$ cat src/rtl/tmr8_status.sv
module tmr8_status #(
  parameter int W = 8
) (
  input  logic         clk,
  input  logic         rst_n,
  input  logic         wr_en,
  input  logic         rd_en,
  input  logic [3:0]   addr,
  input  logic [W-1:0] wdata,
  input  logic [1:0]   cap,
  output logic [W-1:0] rdata
);

  logic         en, oneshot, lock;
  logic [1:0]   capm;
  logic         stop, pbv;
  logic [1:0]   cv;
  logic [W-1:0] cnt, per, pbuf;
  logic [W-1:0] cc [2];
  logic [W-1:0] cbuf [2];

  wire wr_ctrl = wr_en && addr == 4'd0;
  wire wr_cmd  = wr_en && addr == 4'd1;
  wire wr_stat = wr_en && addr == 4'd2;
  wire wr_pbuf = wr_en && addr == 4'd5;
  wire [1:0] wr_cbuf = {wr_en && addr == 4'd9, wr_en && addr == 4'd8};
  wire [1:0] rd_ch   = {rd_en && addr == 4'd7, rd_en && addr == 4'd6};

  wire run  = en && !stop;
  wire wrap = run && cnt == per;
  wire upd  = wrap && !lock;
  wire [2:0] w1c = (wr_stat && lock) ? wdata[5:3] : 3'b000;

  always_ff @(posedge clk or negedge rst_n) begin
    if (!rst_n) begin
      en <= 1'b0; oneshot <= 1'b0; lock <= 1'b0; capm <= 2'b00;
    end else if (wr_ctrl) begin
      en <= wdata[0]; oneshot <= wdata[1]; lock <= wdata[2]; capm <= wdata[4:3];
    end
  end

  always_ff @(posedge clk or negedge rst_n) begin
    if (!rst_n) stop <= 1'b1;
    else if (!en || (wr_cmd && wdata[1]) || (wrap && oneshot)) stop <= 1'b1;
    else if (wr_cmd && wdata[0]) stop <= 1'b0;
  end

  always_ff @(posedge clk or negedge rst_n) begin
    if (!rst_n) cnt <= '0;
    else if (wrap) cnt <= '0;
    else if (run) cnt <= cnt + 1'b1;
  end

  always_ff @(posedge clk or negedge rst_n) begin
    if (!rst_n) begin
      per <= '1; pbuf <= '1; pbv <= 1'b0;
    end else begin
      if (upd && pbv) per <= pbuf;
      if (wr_pbuf) pbuf <= wdata;
      pbv <= wr_pbuf || (pbv && !(upd || w1c[0]));
    end
  end

  always_ff @(posedge clk or negedge rst_n) begin
    if (!rst_n) begin
      cv <= 2'b00;
      for (int i = 0; i < 2; i++) begin
        cc[i] <= '0; cbuf[i] <= '0;
      end
    end else begin
      for (int i = 0; i < 2; i++) begin
        if (capm[i]) begin
          if (cap[i]) cbuf[i] <= cnt;
          cv[i] <= cap[i] || (cv[i] && !rd_ch[i]);
        end else begin
          if (wr_cbuf[i]) cbuf[i] <= wdata;
          if (upd && cv[i]) cc[i] <= cbuf[i];
          cv[i] <= wr_cbuf[i] || (cv[i] && !(upd || w1c[i+1]));
        end
      end
    end
  end

  always_comb begin
    case (addr)
      4'd0:    rdata = {3'b000, capm, lock, oneshot, en};
      4'd2:    rdata = {2'b00, cv, pbv, 2'b00, stop};
      4'd3:    rdata = cnt;
      4'd4:    rdata = per;
      4'd5:    rdata = pbuf;
      4'd6:    rdata = capm[0] ? cbuf[0] : cc[0];
      4'd7:    rdata = capm[1] ? cbuf[1] : cc[1];
      4'd8:    rdata = cbuf[0];
      4'd9:    rdata = cbuf[1];
      default: rdata = '0;
    endcase
  end

  AST_STATUS_RSVD: assert property (@(posedge clk) disable iff (!rst_n)
    addr == 4'd2 |-> (rdata[7:6] == 2'b00 && rdata[2:1] == 2'b00));
  AST_HOLD_STOPPED: assert property (@(posedge clk) disable iff (!rst_n)
    stop |=> $stable(cnt));
  AST_WRAP_ZERO: assert property (@(posedge clk) disable iff (!rst_n)
    wrap |=> cnt == '0);
  AST_DISABLED_STOP: assert property (@(posedge clk) disable iff (!rst_n)
    !en |=> stop);
  AST_ONESHOT_HALT: assert property (@(posedge clk) disable iff (!rst_n)
    (wrap && oneshot) |=> (stop && cnt == '0));
  AST_LOCK_PER: assert property (@(posedge clk) disable iff (!rst_n)
    lock |=> $stable(per));
  AST_PBUF_SET: assert property (@(posedge clk) disable iff (!rst_n)
    wr_pbuf |=> pbv);

endmodule

$ cat config.mk
export PLATFORM = sky130hd
export DESIGN_NAME = tmr8_status
export DESIGN_NICKNAME = d
export VERILOG_FILES = /design/src/rtl/tmr8_status.sv
export SDC_FILE = /design/constraint.sdc
export NUM_CORES = 1
export LEC_CHECK = 0
export CELL_PAD_IN_SITES_DETAIL_PLACEMENT = 0
export CELL_PAD_IN_SITES_GLOBAL_PLACEMENT = 2
export CORE_MARGIN = 2
export CORE_UTILIZATION = 39
export DETAILED_ROUTE_END_ITERATION = 12
export PLACE_DENSITY = 0.76
export SYNTH_ARGS = -nofsm -noshare
export SYNTH_HDL_FRONTEND = slang
export SYNTH_SLANG_ARGS = --single-unit
$ cat constraint.sdc
create_clock -name clk -period 2.7 [get_ports clk]
set_clock_uncertainty 0.2 [all_clocks]
set_input_delay 0.54 -clock clk [delete_from_list [all_inputs] [get_ports clk]]
set_output_delay 0.54 -clock clk [all_outputs]
set_load 0.005 [all_outputs]
==> impl_metrics.ini <==
[outcome]
outcome = complete, no violations

[drt]
drtIter0Drc = 109
num_vias = 3134
drc = 0
wirelength_um = 11460
final_antenna_net_count = 0
first_pass_iters = 4
viasPerCell = 5.422
drt-wirelength-per-cell_um = 19.83

[yosys]
yosysWarnings = 0
async_flop_share_pct = 100.0
synth.cell_area_sq_um = 3716
synth-seq-cells = 65
synth_cell_types = 50
synthFlopType = dfrtp_1
synth_nets = 379
synth_edf_count = 0
synth_cells = 360
syn_area_per_cell_sq_um = 10.32
ys_seq_area_share_pct = 44.34

[sta]
slew_headroom_pct = 69.41
max_freq_mhz = 380.0
setup_viol = 0
worst_pin_slew_ns = 0.4588
fin_crit_ns = 2.632
rsz0062_at_grt = false
worst_slack_ns = 0.06845
slew_violations = 0
post-route-period-util_pct = 97.46
timing.hold.ws_ns = 0.3118
finalHoldViolCount = 0

[floorplanning]
die_y_um = 101.6
ios = 26
start_util_pct = 40.22
fp.dieW_um = 101.6
rows = 35
core_area_sq_um = 9240
floorplan.die_area_sq_um = 10330

[power]
leakage_nw = 2.168
peakVddDrop_v = 0.0004078
finalPower_mw = 2.986
powerDensity_nw_per_um2 = 615.2

[layout]
fillers = 862
antenna_cells = 0
final_util_pct = 52.53
final_cell_area_sq_um = 4853
multi_input_area_sq_um = 2031
fin_nets = 463
synthToLayoutAreaGrowth_pct = 30.61
drive_gt1_share_pct = 38.53
seqCellArea_sq_um = 1650

[placement]
dp_slack_ns = -0.5566
gp_congestion = 0.8693
hpwlAfterDp_um = 8661
portBuffers = 25
place_area_sq_um = 4473

[min_path]
hp-class = flip-flop to flip-flop

[clock_network]
cts_tree = built
cts_made_buffers = 9
clock_path_buffers = 2
cts_sinks = 65
h-tree-depth = 3
clk_pin_slew_worst_paths_ns = 0.07
root_buffer = clkbuf_8
clk_latency_ns = 0.36

[job]
max-cap-violations = 0

[grt]
grt_pass1_vias = 3126
antenna_found_initial = 0
grt_max_degree = 27
grt_pass1_wl_um = 17820
track_usage_pct = 23.65
overflow = 0

[setup_path]
end_kind = output pin
crit_path_max_fanout = 5
critPathKind = flip-flop to output pin
crit_family = buffers and inverters
path_cells = buf_8 > buf_4 > a22o_1 > a22oi_2 > nand4_1 > dlygate4sd2_1
critPathSlowestCell = dfrtp_2
startpoint_type = flip-flop
max_stage_delay_ns = 0.46
arrival_ns = 1.89
crit_buf_inv = 3
critPathRequiredTime_ns = 1.96
final timing paths:
path / startpoint / to / slack, ns / cells after the start
setup reg to reg: capm[1] / cc[3] / 0.45 / 7
setup / recovery: capm[0] / rdata[3] / 0.07 / 6
hold reg to reg: cc[0] / cc[0] / 0.31 / 1
min in group asynchronous: rst_n / cv[1] / 0.47 / 2
hold / removal: cc[0] / cc[0] / 0.31 / 1
max in group asynchronous: rst_n / per[7] / 1.07 / 3
where the power goes:
part	switching, mW	internal (mW)
Clock	0.425	0.435
Combinational	0.361	0.400
Sequential	0.191	1.17
Total	0.977	2.01
final cells by class:
| type | instances | share of cell area [%] |
|---|---|---|
| clock buffers | 9 | 2.552 |
| clock inverters | 7 | 1.624 |
| inverters | 5 | 0.3867 |
| multi-input cells | 266 | 41.84 |
| flip-flops and latches | 65 | 34.00 |
| well taps | 129 | 3.326 |
| repair buffers | 97 | 16.27 |
layer usage:
metal | track usage [%] | wire length, um | up-vias
met5 | 0 | 0 | -
met3 | 4.210 | 378 | 11
li1 | - | - | 1499
met4 | 7.173 | 215 | 0
met2 | 37.85 | 5445 | 54
met1 | 32.71 | 5420 | 1570
sequential cells by signal, indices dropped and copies added, names as in the netlist, 2 cells and up:
signal and count:
capm 2, cbuf 16, cc 16, cnt 8, cv 2, pbuf 8
per 8
worst reg2reg max path: cells and delay by family, from the launching register on:
family / cells / cell delay, ns
simple gates: 3 / 0.60
mux: 1 / 0.28
buf+inv: 3 / 0.58
flops: 1 / 0.48
kinds of logic (layout without fill, tap and decap cells):
| group | count (synthesis) | after routing | share of synthesized area, % |
|---|---|---|---|
| AO/OA/AOI/OAI | 69 | 69 | 12.56 |
| XOR/XNOR | 11 | 11 | 2.593 |
| adder cells (fa/ha/maj) | 1 | 1 | 0.3366 |
| buffers and inverters | 29 | 118 | 3.064 |
| flip-flops | 65 | 65 | 44.34 |
| multiplexers | 63 | 63 | 18.28 |
| AND/OR/NAND/NOR | 122 | 122 | 18.82 |
synthesized netlist by cell type, types with 4 or more instances:
cell type	number	area share, %
nor2b_1	7	1.2
inv_1	5	0.51
nand3_1	7	0.94
dfstp_2	17	12
clkbuf_1	18	1.8
nand3b_1	19	3.8
o21ai_0	4	0.54
xor2_1	10	2.4
mux2_2	39	12
nand2b_1	12	2.0
buf_2	4	0.54
a21oi_1	27	3.6
nor3_1	6	0.81
nand4_1	9	1.5
a32oi_1	5	1.2
mux2i_1	24	6.5
o22ai_1	6	1.0
dfrtp_1	48	32
nor4_1	5	0.84
nor2_1	27	2.7
nand2_1	17	1.7
what timing repair did:
item,CTS,global route
gates cloned,1,0
buffers inserted,3,10
pin swaps,2,3
hold buffers,1,0
setup endpoints to repair,8,8
hold endpoints to repair,15,0
gates resized for setup,35,15
placed cells by master, fill, tap and decap left out, types with 3 or more instances in the layout:
cell and instances:
a21o_1 3, a21oi_1 25, a22o_1 3, a32oi_1 5, buf_2 3, buf_4 66, clkbuf_2 4, clkbuf_8 9
clkdlybuf4s50_1 12, dfrtp_1 46, dfstp_2 17, dlygate4sd2_1 5, inv_1 5, mux2_2 39, mux2i_1 24, nand2_1 17
nand2b_1 9, nand3_1 7, nand3b_1 19, nand4_1 9, nand4_2 3, nor2_1 26, nor2b_1 5, nor3_1 6
nor4_1 4, o21ai_0 4, o22ai_1 6, xor2_1 10
per-stage QoR:
stage          setup TNS, ns  cells
2_1_floorplan              0    360
6_report                   0    578
5_1_grt                    0    578
3_5_place_dp          -3.975    547
4_1_cts              -0.1210    568
3_3_place_gp          -3.813    547
Note: power is estimated with default switching activity, not from simulation.
